$ cat src/rtl/pwmg_pkg.sv
package pwmg_pkg;

  // Action the set/reset cell takes on a clock edge.
  typedef enum logic [1:0] {
    ACT_HOLD  = 2'd0,
    ACT_SET   = 2'd1,
    ACT_CLEAR = 2'd2
  } sr_act_e;

  // Clear request qualified by the wrap event: a match coinciding with
  // the wrap is dropped so the set path alone acts in that cycle.
  function automatic logic gate_clear(input logic match, input logic wrap);
    return match & ~wrap;
  endfunction

  // Set has priority; the gating above already keeps both from rising.
  function automatic sr_act_e pick_action(input logic set_req, input logic clr_req);
    if (set_req)      return ACT_SET;
    else if (clr_req) return ACT_CLEAR;
    else              return ACT_HOLD;
  endfunction

  function automatic logic apply_action(input sr_act_e act, input logic cur);
    case (act)
      ACT_SET:   return 1'b1;
      ACT_CLEAR: return 1'b0;
      default:   return cur;
    endcase
  endfunction

endpackage

$ cat src/rtl/pwmg_counter.sv
// Free-running up-counter with terminal decode and period strobe.
module pwmg_counter #(
  parameter int WIDTH = 8
) (
  input  logic             clk,
  input  logic             rst,
  output logic [WIDTH-1:0] count_o,
  output logic             wrap_o,
  output logic             start_o
);
  localparam logic [WIDTH-1:0] TOP  = '1;
  localparam logic [WIDTH-1:0] ZERO = '0;
  localparam logic [WIDTH-1:0] ONE  = WIDTH'(1);

  logic armed_q;

  always_ff @(posedge clk) begin
    if (rst) begin
      count_o <= ZERO;
      armed_q <= 1'b0;
    end else begin
      count_o <= count_o + ONE;
      if (wrap_o) armed_q <= 1'b1;
    end
  end

  assign wrap_o  = (count_o == TOP);
  // Strobe only once a complete period has begun after reset.
  assign start_o = armed_q & (count_o == ZERO);

endmodule

$ cat src/rtl/pwmg_match.sv
// Bitwise equality comparator between counter and captured duty.
module pwmg_match #(
  parameter int WIDTH = 8
) (
  input  logic [WIDTH-1:0] a_i,
  input  logic [WIDTH-1:0] b_i,
  output logic             eq_o
);
  logic [WIDTH-1:0] same;

  for (genvar i = 0; i < WIDTH; i++) begin : g_bit
    assign same[i] = ~(a_i[i] ^ b_i[i]);
  end

  assign eq_o = &same;

endmodule

$ cat src/rtl/pwmg_duty_hold.sv
// Captures the duty word on the last clock of each period.
module pwmg_duty_hold #(
  parameter int WIDTH = 8
) (
  input  logic             clk,
  input  logic             rst,
  input  logic             load_i,
  input  logic [WIDTH-1:0] duty_i,
  output logic [WIDTH-1:0] duty_q
);
  always_ff @(posedge clk) begin
    if (rst)         duty_q <= '0;
    else if (load_i) duty_q <= duty_i;
  end

endmodule

$ cat src/rtl/pwmg_sr_cell.sv
// Clocked set/reset cell producing the PWM level.
module pwmg_sr_cell (
  input  logic clk,
  input  logic rst,
  input  logic set_i,
  input  logic clr_i,
  output logic q_o
);
  import pwmg_pkg::*;

  sr_act_e act;

  always_comb act = pick_action(set_i, clr_i);

  always_ff @(posedge clk) begin
    if (rst) q_o <= 1'b0;
    else     q_o <= apply_action(act, q_o);
  end

endmodule

$ cat src/rtl/pwm_cmp_gen.sv
// Counter-compare PWM generator top.
module pwm_cmp_gen #(
  parameter int WIDTH = 8
) (
  input  logic             clk,
  input  logic             rst,
  input  logic [WIDTH-1:0] duty_in,
  output logic             pwm_out,
  output logic             period_start
);
  import pwmg_pkg::*;

  // Named internal events, brought out for the checker.
  logic [WIDTH-1:0] cnt_w;
  logic [WIDTH-1:0] duty_q_w;
  logic             wrap_w;
  logic             match_w;
  logic             set_w;
  logic             clr_w;

  pwmg_counter #(.WIDTH(WIDTH)) u_cnt (
    .clk     (clk),
    .rst     (rst),
    .count_o (cnt_w),
    .wrap_o  (wrap_w),
    .start_o (period_start)
  );

  pwmg_duty_hold #(.WIDTH(WIDTH)) u_duty (
    .clk    (clk),
    .rst    (rst),
    .load_i (wrap_w),
    .duty_i (duty_in),
    .duty_q (duty_q_w)
  );

  pwmg_match #(.WIDTH(WIDTH)) u_cmp (
    .a_i  (cnt_w),
    .b_i  (duty_q_w),
    .eq_o (match_w)
  );

  always_comb begin
    set_w = wrap_w;
    clr_w = gate_clear(match_w, wrap_w);
  end

  pwmg_sr_cell u_sr (
    .clk   (clk),
    .rst   (rst),
    .set_i (set_w),
    .clr_i (clr_w),
    .q_o   (pwm_out)
  );

endmodule

$ cat config.mk
export PLATFORM = sky130hd
export DESIGN_NAME = pwm_cmp_gen
export DESIGN_NICKNAME = d
export VERILOG_FILES = /design/src/rtl/pwmg_pkg.sv /design/src/rtl/pwmg_counter.sv /design/src/rtl/pwmg_match.sv /design/src/rtl/pwmg_duty_hold.sv /design/src/rtl/pwmg_sr_cell.sv /design/src/rtl/pwm_cmp_gen.sv
export SDC_FILE = /design/constraint.sdc
export NUM_CORES = 1
export LEC_CHECK = 0
export ABC_AREA = 1
export ABC_CLOCK_PERIOD_IN_PS = 1400
export BUFFER_PORTS_ARGS = -buffer_cell sky130_fd_sc_hd__buf_2
export CAP_MARGIN = 20
export CORE_MARGIN = 5
export CORE_UTILIZATION = 51
export CTS_BUF_LIST = sky130_fd_sc_hd__clkbuf_2 sky130_fd_sc_hd__clkbuf_4 sky130_fd_sc_hd__clkbuf_8
export DETAILED_ROUTE_END_ITERATION = 12
export PLACE_DENSITY = 0.75
export SLEW_MARGIN = 20
export SYNTH_ARGS = -nofsm -noshare
export SYNTH_HDL_FRONTEND = slang
export SYNTH_SLANG_ARGS = --single-unit
$ cat constraint.sdc
create_clock -name clk -period 1.4 [get_ports clk]
set_clock_uncertainty 0.15 [all_clocks]
set_input_delay 0 -clock clk [delete_from_list [all_inputs] [get_ports clk]]
set_output_delay 0 -clock clk [all_outputs]
set_load 0.02 [all_outputs]
==> results of run 1 <==
final cells by class:
class                   count  area (um^2)
fillers                    97        259.0
clock buffers               4        36.28
multi-input cells          80        485.5
flip-flops and latches     18        365.4
well taps                  16        20.02
repair buffers             38        301.5
inverters                  13        56.30
worst min path at each step:
stage	to	slack, ns	cells after the start
after global placement	u_duty.duty_q[6]$_SDFFE_PP0N_	0.07	3
after floorplan	u_cnt.count_o[0]$_SDFF_PP0_	-0.09	1
after global routing	u_duty.duty_q[2]$_SDFFE_PP0N_	0.30	4
final	u_duty.duty_q[2]$_SDFFE_PP0N_	0.28	4
after detailed placement	u_duty.duty_q[2]$_SDFFE_PP0N_	0.08	3
after CTS	u_duty.duty_q[2]$_SDFFE_PP0N_	0.30	4
power groups by stage:
| stage | clock (mW) | sequential [mW] | combinational [mW] |
|---|---|---|---|
| after floorplan | 0 | 0.542 | 0.0353 |
| after global placement | 0 | 0.539 | 0.0715 |
| after detailed placement | 0 | 0.540 | 0.0724 |
| after CTS | 0.329 | 0.526 | 0.124 |
| after global routing | 0.369 | 0.529 | 0.149 |
| final | 0.331 | 0.528 | 0.135 |
cells in the mapped netlist (all sizes together):
| cell type | n | area share |
|---|---|---|
| o21ai | 11 | 0.066 |
| nor2 | 30 | 0.16 |
| nand3 | 2 | 0.018 |
| a21oi | 5 | 0.035 |
| dfxtp | 18 | 0.43 |
| inv | 13 | 0.062 |
| xnor2 | 5 | 0.053 |
| nor4 | 1 | 0.0075 |
| o21a | 1 | 0.0090 |
| nand2 | 21 | 0.10 |
| clkbuf | 1 | 0.0060 |
| nand4 | 2 | 0.015 |
| ha | 2 | 0.030 |
sequential cells by signal, summed over array words and instances (netlist names):
register and count:
u_cnt.count_o 8, u_duty.duty_q 8, u_cnt.armed_q 1, u_sr.q_o 1
layer usage:
metal / up-vias / share of wire / track usage
li1: 433 / - / -
met1: 392 / 0.42 / 0.2315
met2: 23 / 0.51 / 0.2782
met3: 7 / 0.048 / 0.04142
met4: 0 / 0.021 / 0.09362
met5: - / 0 / 0
timing repair:
item	in CTS	in global routing
gates resized for setup	12	21
buffers inserted	4	6
hold endpoints to repair	13	0
hold buffers	9	0
endpoints found under the setup margin	9	13
pin swaps	4	10
cells by family after synthesis:
group / synth area share
XOR/XNOR: 0.05271
AND/OR/NAND/NOR: 0.3057
adder cells (fa/ha/maj): 0.03012
buffers and inverters: 0.06777
AO/OA/AOI/OAI: 0.1099
flip-flops: 0.4337
through the flow:
stage	std cells	cell area, um^2
after global placement	146	982.2
final	169	1265
after global routing	169	1265
after CTS	163	1176
after detailed placement	146	982.2
after floorplan	112	852.1
worst register-to-register path, cell delays in order (launching register included):
cell     delay [ns]
dfxtp_2        0.36
buf_6          0.10
ha_4           0.14
nand2_4        0.06
nor2_4         0.14
nand2_4        0.08
nor2_8         0.17
inv_4          0.08
nor2_1         0.16
nor2_1         0.08
==> impl_metrics.toml, run 1 <==
[setup_path]
regToRegSetupSlack_ns = -0.22
rr_endpoint = "u_duty.duty_q[4]$_SDFFE_PP0N_"
crit_path_start = "u_cnt.count_o[1]$_SDFF_PP0_"
crit_path_end_kind = "flip-flop"
cp.required_ns = 1.45
crit_slowest_cell = "dfxtp_2"
cp.depth = 9
r2r_start = "u_cnt.count_o[1]$_SDFF_PP0_"
start_kind = "flip-flop"
crit_chain = "buf_6, ha_4, nand2_4, nor2_4, nand2_4, nor2_8, inv_4, nor2_1, nor2_1"
reg2regPathDepth = 9
critPathMaxStageDelay_ns = 0.36
crit_family = "simple AND/OR/NAND/NOR gates"
cp-endpoint = "u_duty.duty_q[4]$_SDFFE_PP0N_"
critPathKind = "reg -> reg"
arrival_ns = 1.66
cp_max_fo = 9
critPathBufInv = 2

[floorplan]
rows = 14
die_w_um = 50.36
core_region_area_mm2 = 0.001524
initial_utilization = 0.5452
dieArea_mm2 = 0.002536
die-height_um = 50.36
pin_count = 12

[yosys]
synth_cell_types = 19
seq_area_frac_synth = 0.4337
synth_seq_cells = 18
synthCells = 112
syn_nets = 124
yosysWarnings = 0
netlist_area_um2 = 830.8
synth_area_per_cell_um2 = 7.418

[placed_design]
routabilityCongestion = 0.7679
dp_hpwl_um = 1311
place_ws_ns = -0.04893
port_buffers = 11

[cells_and_area]
drive_gt1_frac = 0.3791
utilization = 0.8300
mostFrequentLayoutCells = "nor2_1 (24), nand2_1 (18), buf_4 (14), dfxtp_1 (14), buf_2 (10)"
final_common_cell = "nor2_1"
nNetsFinal = 166
diodes = 0
areaGrowthSynthToFinish_pct = 52.26

[clocking]
cts_tree = "built"
clockBufferDepth = 2
cts-buffers-inserted = 3
clk_pin_slew_worst_paths_ns = 0.10
root_buffer = "clkbuf_4"
clkSinkCount = 18
htreeDepth = 1
insertion_delay_ns = 0.30

[power]
total_power_mw = 0.9939
switching_power_mw = 0.2384
comb_power_share = 0.136
clockPowerShare = 0.333
seqPwrFrac = 0.531
irDropWorstVdd_v = 0.0007077
switching_share = 0.2399
leakage_nw = 0.5969
power_density_mw_per_mm2 = 785.7
p_int_mw = 0.7555

[timing]
slew_headroom = 0.7611
postLayoutSetupSlackWorst_ns = -0.2178
rsz0062_at_grt = "true"
finalMaxSlewViolations = 0
hold_violations = 0
setup_viol = 13
post-route-period-util = 1.156
fin_setup_tns_ns = -1.472
max_freq_ghz = 0.6181
fin_hold_ws_ns = 0.2815
min_period_ns = 1.618
worstMarginPinSlew_ns = 0.3579

[route]
drtPass1Iterations = 4
drt-total-wl_um = 2320
via_per_inst = 5.059
ant_nets = 0
routed-via-count = 855
drt_iter0_drc = 11
drc = 0
wl_per_cell_um = 13.73

[run]
maxCapViolCount = 0

[grt]
grt_pass1_wl_um = 3546
antenna_found_initial = 0
grt_usage = 0.1798
grt_pass1_vias = 814
grt_max_degree = 14
globalRoute.totalOverflow = 0

[outcome]
violations = "setup timing"
status = "finished, violations left"

[min_path]
hold_path.class = "in -> reg"
worstHoldStart = "duty_in[2]"
Note: power is estimated with default switching activity, not from simulation.
==> inputs of run 2 (changes only) <==
==> constraint.sdc (replaced) <==
create_clock -name clk -period 1.4 [get_ports clk]
set_clock_uncertainty 0.15 [all_clocks]
set_input_delay 0.21 -clock clk [delete_from_list [all_inputs] [get_ports clk]]
set_output_delay 0.21 -clock clk [all_outputs]
set_load 0.02 [all_outputs]
==> run 2 against run 1 <==
- the flow still finishes with violations (setup timing)
- non-clock buffer count is 11 lower
- routed wire length shrank 14%
- largest cell class unchanged
- critical path type is now reg -> out
- sequential power hardly changed
- largest power group unchanged
- utilization is 4.4 points lower
==> impl_metrics.toml, run 2 (synthesis gave the netlist of run 1 again) <==
[power]
p_int_mw = 0.7396
power_density_mw_per_mm2 = 809.5
leakage_nw = 0.5438
switching_power_mw = 0.2308
seqPwrFrac = 0.544
clockPowerShare = 0.335
total_power_mw = 0.9703
comb_power_share = 0.121
irDropWorstVdd_v = 0.0007759
switching_share = 0.2378

[setup_path]
crit_path_end_kind = "output pin"
r2r_start = "u_cnt.count_o[0]$_SDFF_PP0_"
cpMostUsedCell = "buf_4"
critPathMaxStageDelay_ns = 0.34
crit_chain = "buf_4, inv_2, nand4_1, nor4_4, buf_4"
crit_slowest_cell = "dfxtp_2"
start_kind = "flip-flop"
arrival_ns = 1.33
reg2regPathDepth = 9
cp.required_ns = 1.04
crit_path_start = "u_cnt.count_o[4]$_SDFF_PP0_"
cp_max_fo = 6
critPathKind = "reg -> out"

[placed_design]
dp_hpwl_um = 1434
routabilityCongestion = 0.7683
port_buffers = 11

[timing]
rsz0062_at_grt = "true"
min_period_ns = 1.694
hold_violations = 0
worstMarginPinSlew_ns = 0.3342
postLayoutSetupSlackWorst_ns = -0.2941
post-route-period-util = 1.210
finalMaxSlewViolations = 0
max_freq_ghz = 0.5903
slew_headroom = 0.7769
setup_viol = 10
fin_hold_ws_ns = 0.004813

[outcome]
status = "finished, violations left"
violations = "setup timing"

[floorplan]
rows = 14
initial_utilization = 0.5452
core_region_area_mm2 = 0.001524
die-height_um = 50.36
dieArea_mm2 = 0.002536
die_w_um = 50.36
pin_count = 12

[route]
wl_per_cell_um = 12.53
route.met2.wl_um = 1047
drt_iter0_drc = 13
met3_length_um = 64
drtPass1Iterations = 4
highest_layer = "met4"
via_per_inst = 4.975
drt-total-wl_um = 2004
met1_length_um = 882
routed-via-count = 796
ant_nets = 0
drc = 0

[cells_and_area]
mostFrequentLayoutCells = "nor2_1 (19), nand2_1 (18), dfxtp_1 (15)"
areaGrowthSynthToFinish_pct = 44.28
drive_gt1_frac = 0.3889
nNetsFinal = 157
top_regs = "u_cnt.count_o (8), u_duty.duty_q (8)"
final_common_cell = "nor2_1"
nFillCells = 112
diodes = 0

[min_path]
worstHoldStart = "duty_in[6]"
hold-path-cell-count = 3
hold_path.class = "in -> reg"

[grt]
grt_pass1_wl_um = 3284
grt_pass1_vias = 773
antenna_found_initial = 0
globalRoute.totalOverflow = 0
grt_max_degree = 14
grt_usage = 0.1662

[clocking]
root_buffer = "clkbuf_4"
cts_tree = "built"
htreeDepth = 1
cts-buffers-inserted = 3
clockBufferDepth = 2
insertion_delay_ns = 0.29
clk_pin_slew_worst_paths_ns = 0.11
clkSinkCount = 18

[run]
maxCapViolCount = 0
-- run 2: final timing paths --
kind                                                      end  slack, ns
worst max-delay path                             period_start      -0.29
worst min-delay path            u_duty.duty_q[6]$_SDFFE_PP0N_      0.005
worst max register to register  u_duty.duty_q[4]$_SDFFE_PP0N_      -0.10
worst min register to register     u_cnt.armed_q$_SDFFE_PP0N_       0.35
-- run 2: critical path, delay by kind of cell (launching register included) --
family / cells / cell delay [ns]
buffers and inverters: 3 / 0.38
flip-flops: 1 / 0.34
AND/OR/NAND/NOR: 2 / 0.32
-- run 2: area by class of cell --
cell class                 count  area [um^2]  area share
timing repair buffer          27        195.2      0.1628
timing repair inverter         1        6.256    0.005219
inverter                      13        53.80     0.04489
clock buffer                   4        36.28     0.03027
tap                           16        20.02     0.01670
multi-input combinational     81        523.0      0.4363
sequential                    18        364.1      0.3038
-- run 2: routing by layer --
metal	vias to the layer above	GRT usage
met2	16	0.2782
met1	360	0.2068
li1	418	-
met3	2	0.03550
met4	0	0.06383
met5	-	0
-- run 2: timing repair --
item | 4_1_cts | 5_1_grt
setup endpoints to repair | 10 | 14
cloned | 1 | 1
hold buffers | 4 | 0
setup buffers | 3 | 0
resized for setup | 7 | 25
endpoints found under the hold margin | 4 | 0
pin swaps | 4 | 4
-- run 2: per-stage QoR --
step	setup TNS [ns]	cell area, um^2	util	instances	setup WS, ns
after floorplan	-0.003967	852.1	-	112	-0.003967
after global placement	-0.05282	989.7	0.6494	147	-0.02404
after detailed placement	-0.3594	989.7	0.6494	147	-0.06702
after CTS	-1.245	1119	0.7340	159	-0.2868
after global routing	-1.900	1199	0.7865	160	-0.3886
final	-1.006	1199	0.7865	160	-0.2941
-- run 2: power groups by stage --
stage	Sequential, mW	Combinational (mW)	Clock [mW]
3_3_place_gp	0.540	0.0693	0
4_1_cts	0.526	0.105	0.325
5_1_grt	0.530	0.128	0.356
6_report	0.528	0.117	0.325
3_5_place_dp	0.541	0.0737	0
2_1_floorplan	0.542	0.0353	0
==> inputs of run 3 (changes only) <==
--- a/config.mk
+++ b/config.mk
@@ -5,7 +5,6 @@
 export SDC_FILE = /design/constraint.sdc
 export NUM_CORES = 1
 export LEC_CHECK = 0
-export ABC_AREA = 1
 export ABC_CLOCK_PERIOD_IN_PS = 1400
 export BUFFER_PORTS_ARGS = -buffer_cell sky130_fd_sc_hd__buf_2
 export CAP_MARGIN = 20
==> run 3 against run 2 <==
- the run still ends with setup timing left
- routed wire length rose by 21%
- highest routed layer unchanged
- register-to-register slack lost 0.10 ns
- clock power fell by 17%
- non-clock buffer count grew 5
- clock-buffer cell count shrank 1
- sequential share of layout area increased by 0.33 points
- setup slack lost 0.029 ns
- power decreased by 4.3%
==> impl_metrics.toml, run 3 <==
[outcome]
status = "finished, violations left"
violations = "setup timing"

[yosys]
synth.top_cells.by_count = "dfxtp_1 (18), a21oi_1 (11), o21ai_0 (11), nand2_1 (9), xnor2_1 (9)"
synth_area_per_cell_um2 = 8.866
yosysWarnings = 0
synth_cell_types = 23
synthCells = 93
synth_area_leaders = "dfxtp_1 (44%), xnor2_1 (9.6%), a21oi_1 (6.7%)"
synthFlopType = "dfxtp_1"
synth_enable_flop_cells = 0
synth_top_area_frac = 0.4370
syn_nets = 105
netlist_area_um2 = 824.5
seq_area_frac_synth = 0.4370
post-synth-top-count-cell = "dfxtp_1"
synth_largest_area_cell = "dfxtp_1"
async_reset_ff_frac = 0
synth_seq_cells = 18

[route]
drtPass1Iterations = 4
drt-total-wl_um = 2419
wl_per_cell_um = 17.16
drc = 0
drt_iter0_drc = 15
ant_nets = 0
routed-via-count = 800
via_per_inst = 5.674

[setup_path]
cp_max_fo = 2
r2r_start = "u_cnt.count_o[0]$_SDFF_PP0_"
crit_family = "simple AND/OR/NAND/NOR gates"
arrival_ns = 1.36
regToRegSetupSlack_ns = -0.20
rr_endpoint = "u_cnt.armed_q$_SDFFE_PP0N_"
start_kind = "flip-flop"
cp.required_ns = 1.04
reg2regPathDepth = 7
critPathMaxStageDelay_ns = 0.34
crit_slowest_cell = "dfxtp_2"
crit_chain = "inv_2, ha_4, nor4b_4, and4b_1, buf_6"
critPathKind = "reg -> out"
crit_path_end_kind = "output pin"
critPathBufInv = 2

[timing]
postLayoutSetupSlackWorst_ns = -0.3229
hold_violations = 0
finalMaxSlewViolations = 0
slew_headroom = 0.7354
post-route-period-util = 1.231
setup_viol = 11
worstMarginPinSlew_ns = 0.3969
min_period_ns = 1.723
rsz0062_at_grt = "true"
max_freq_ghz = 0.5804

[placed_design]
routabilityCongestion = 0.7805
dp.cells = 125
port_buffers = 11
dp_hpwl_um = 1238

[grt]
grt_pass1_wl_um = 3450
grt_pass1_vias = 766
antenna_found_initial = 0
globalRoute.totalOverflow = 0
grt_usage = 0.1833
grt_max_degree = 19

[floorplan]
core_region_area_mm2 = 0.001524
die-height_um = 50.21
die_w_um = 50.21
pin_count = 12
rows = 14
initial_utilization = 0.5411
dieArea_mm2 = 0.002521

[clocking]
htreeDepth = 1
root_buffer = "clkbuf_4"
clkSinkCount = 18
cts_tree = "built"
clk_pin_slew_worst_paths_ns = 0.11
insertion_delay_ns = 0.30
clockBufferDepth = 2
cts-buffers-inserted = 3

[min_path]
hold_path.class = "in -> reg"
hold-path-cell-count = 2
whs_endpoint = "u_cnt.count_o[4]$_SDFF_PP0_"
worstHoldStart = "rst"

[run]
maxCapViolCount = 0

[power]
total_power_mw = 0.9287
irDropWorstVdd_v = 0.0006828
power_density_mw_per_mm2 = 770.0
leakage_nw = 0.4650

[cells_and_area]
drive_gt1_frac = 0.4480
seq_area_um2 = 370.4
diodes = 0
mostFrequentLayoutCells = "buf_4 (12), dfxtp_1 (12), buf_2 (10)"
layout.cells.non_filler = 141
nFillCells = 79
areaGrowthSynthToFinish_pct = 46.28
nNetsFinal = 139
top_regs = "u_cnt.count_o (8), u_duty.duty_q (8)"
multi_input_area_um2 = 539.3
## run 3: per-layer routing
metal,vias to the layer above,track usage,part of all wire
met2,28,0.2908,0.51
met4,0,0.1441,0.021
li1,383,-,-
met3,6,0.03550,0.052
met5,-,0,0
met1,383,0.2131,0.41
## run 3: stage by stage
step | area, um^2 | TNS (ns) | utilization | worst slack [ns] | hold slack (ns)
after floorplan | 824.5 | 0 | - | 0.02410 | 0.1960
after global placement | 940.9 | 0 | 0.6174 | 0.005787 | 0.3004
after detailed placement | 940.9 | -0.5546 | 0.6174 | -0.08089 | 0.3063
after CTS | 1104 | -0.2752 | 0.7241 | -0.2752 | 0.0007079
after global routing | 1206 | -1.464 | 0.7915 | -0.3959 | 0.1894
final | 1206 | -0.6838 | 0.7915 | -0.3229 | 0.1563
## run 3: layout make-up
class | instances | share of cell area
repair buffers | 32 | 0.2012
multi-input cells | 69 | 0.4471
well taps | 16 | 0.01660
clock buffers | 3 | 0.01867
flip-flops and latches | 18 | 0.3071
inverters | 3 | 0.009336
## run 3: power by group
part	switching, mW	internal [mW]	total (mW)	leakage [nW]
clock network	0.169	0.100	0.269	0.0138
logic	0.0565	0.0736	0.130	0.303
registers	0.00964	0.520	0.529	0.148
total	0.235	0.694	0.929	0.465
## run 3: worst max path at each step
stage          cells past startpoint                   startpoint  slack [ns]                            end
6_report                           5  u_cnt.count_o[1]$_SDFF_PP0_       -0.32                   period_start
5_1_grt                            5  u_cnt.count_o[0]$_SDFF_PP0_       -0.40                   period_start
4_1_cts                            5  u_cnt.count_o[1]$_SDFF_PP0_       -0.28                   period_start
3_5_place_dp                       5  u_cnt.count_o[0]$_SDFF_PP0_       -0.08  u_duty.duty_q[5]$_SDFFE_PP0N_
3_3_place_gp                       5  u_cnt.count_o[0]$_SDFF_PP0_       0.006                   period_start
2_1_floorplan                      4  u_cnt.count_o[0]$_SDFF_PP0_        0.02                   period_start
## run 3: cell families (layout without fill, tap and decap cells)
| kind of cell | Yosys count | count (layout) | share of synthesized area |
|---|---|---|---|
| and+or+nand+nor | 31 | 33 | 0.2170 |
| xor gates and xnor gates | 12 | 12 | 0.1275 |
| adders and majority gates | 2 | 2 | 0.03034 |
| DFF | 18 | 18 | 0.4370 |
| buffers and inverters | 8 | 38 | 0.05461 |
| AOI/OAI and AO/OA | 22 | 22 | 0.1335 |
## run 3: what timing repair did
item                                    CTS  global route
hold endpoints to repair                  5             3
hold buffers                              5             3
endpoints found under the setup margin   11            11
setup buffers                             2             3
gates resized for setup                  15            22
pin swaps                                 2             8
cloned                                    2             0
## run 3: worst reg2reg max path, cell delays in order, from the launching register on
cell and delay [ns]:
dfxtp_2 0.35, buf_4 0.13, ha_4 0.17, nand3_4 0.16
nor2_4 0.22, buf_4 0.13, nor2_1 0.04, nor2_1 0.17
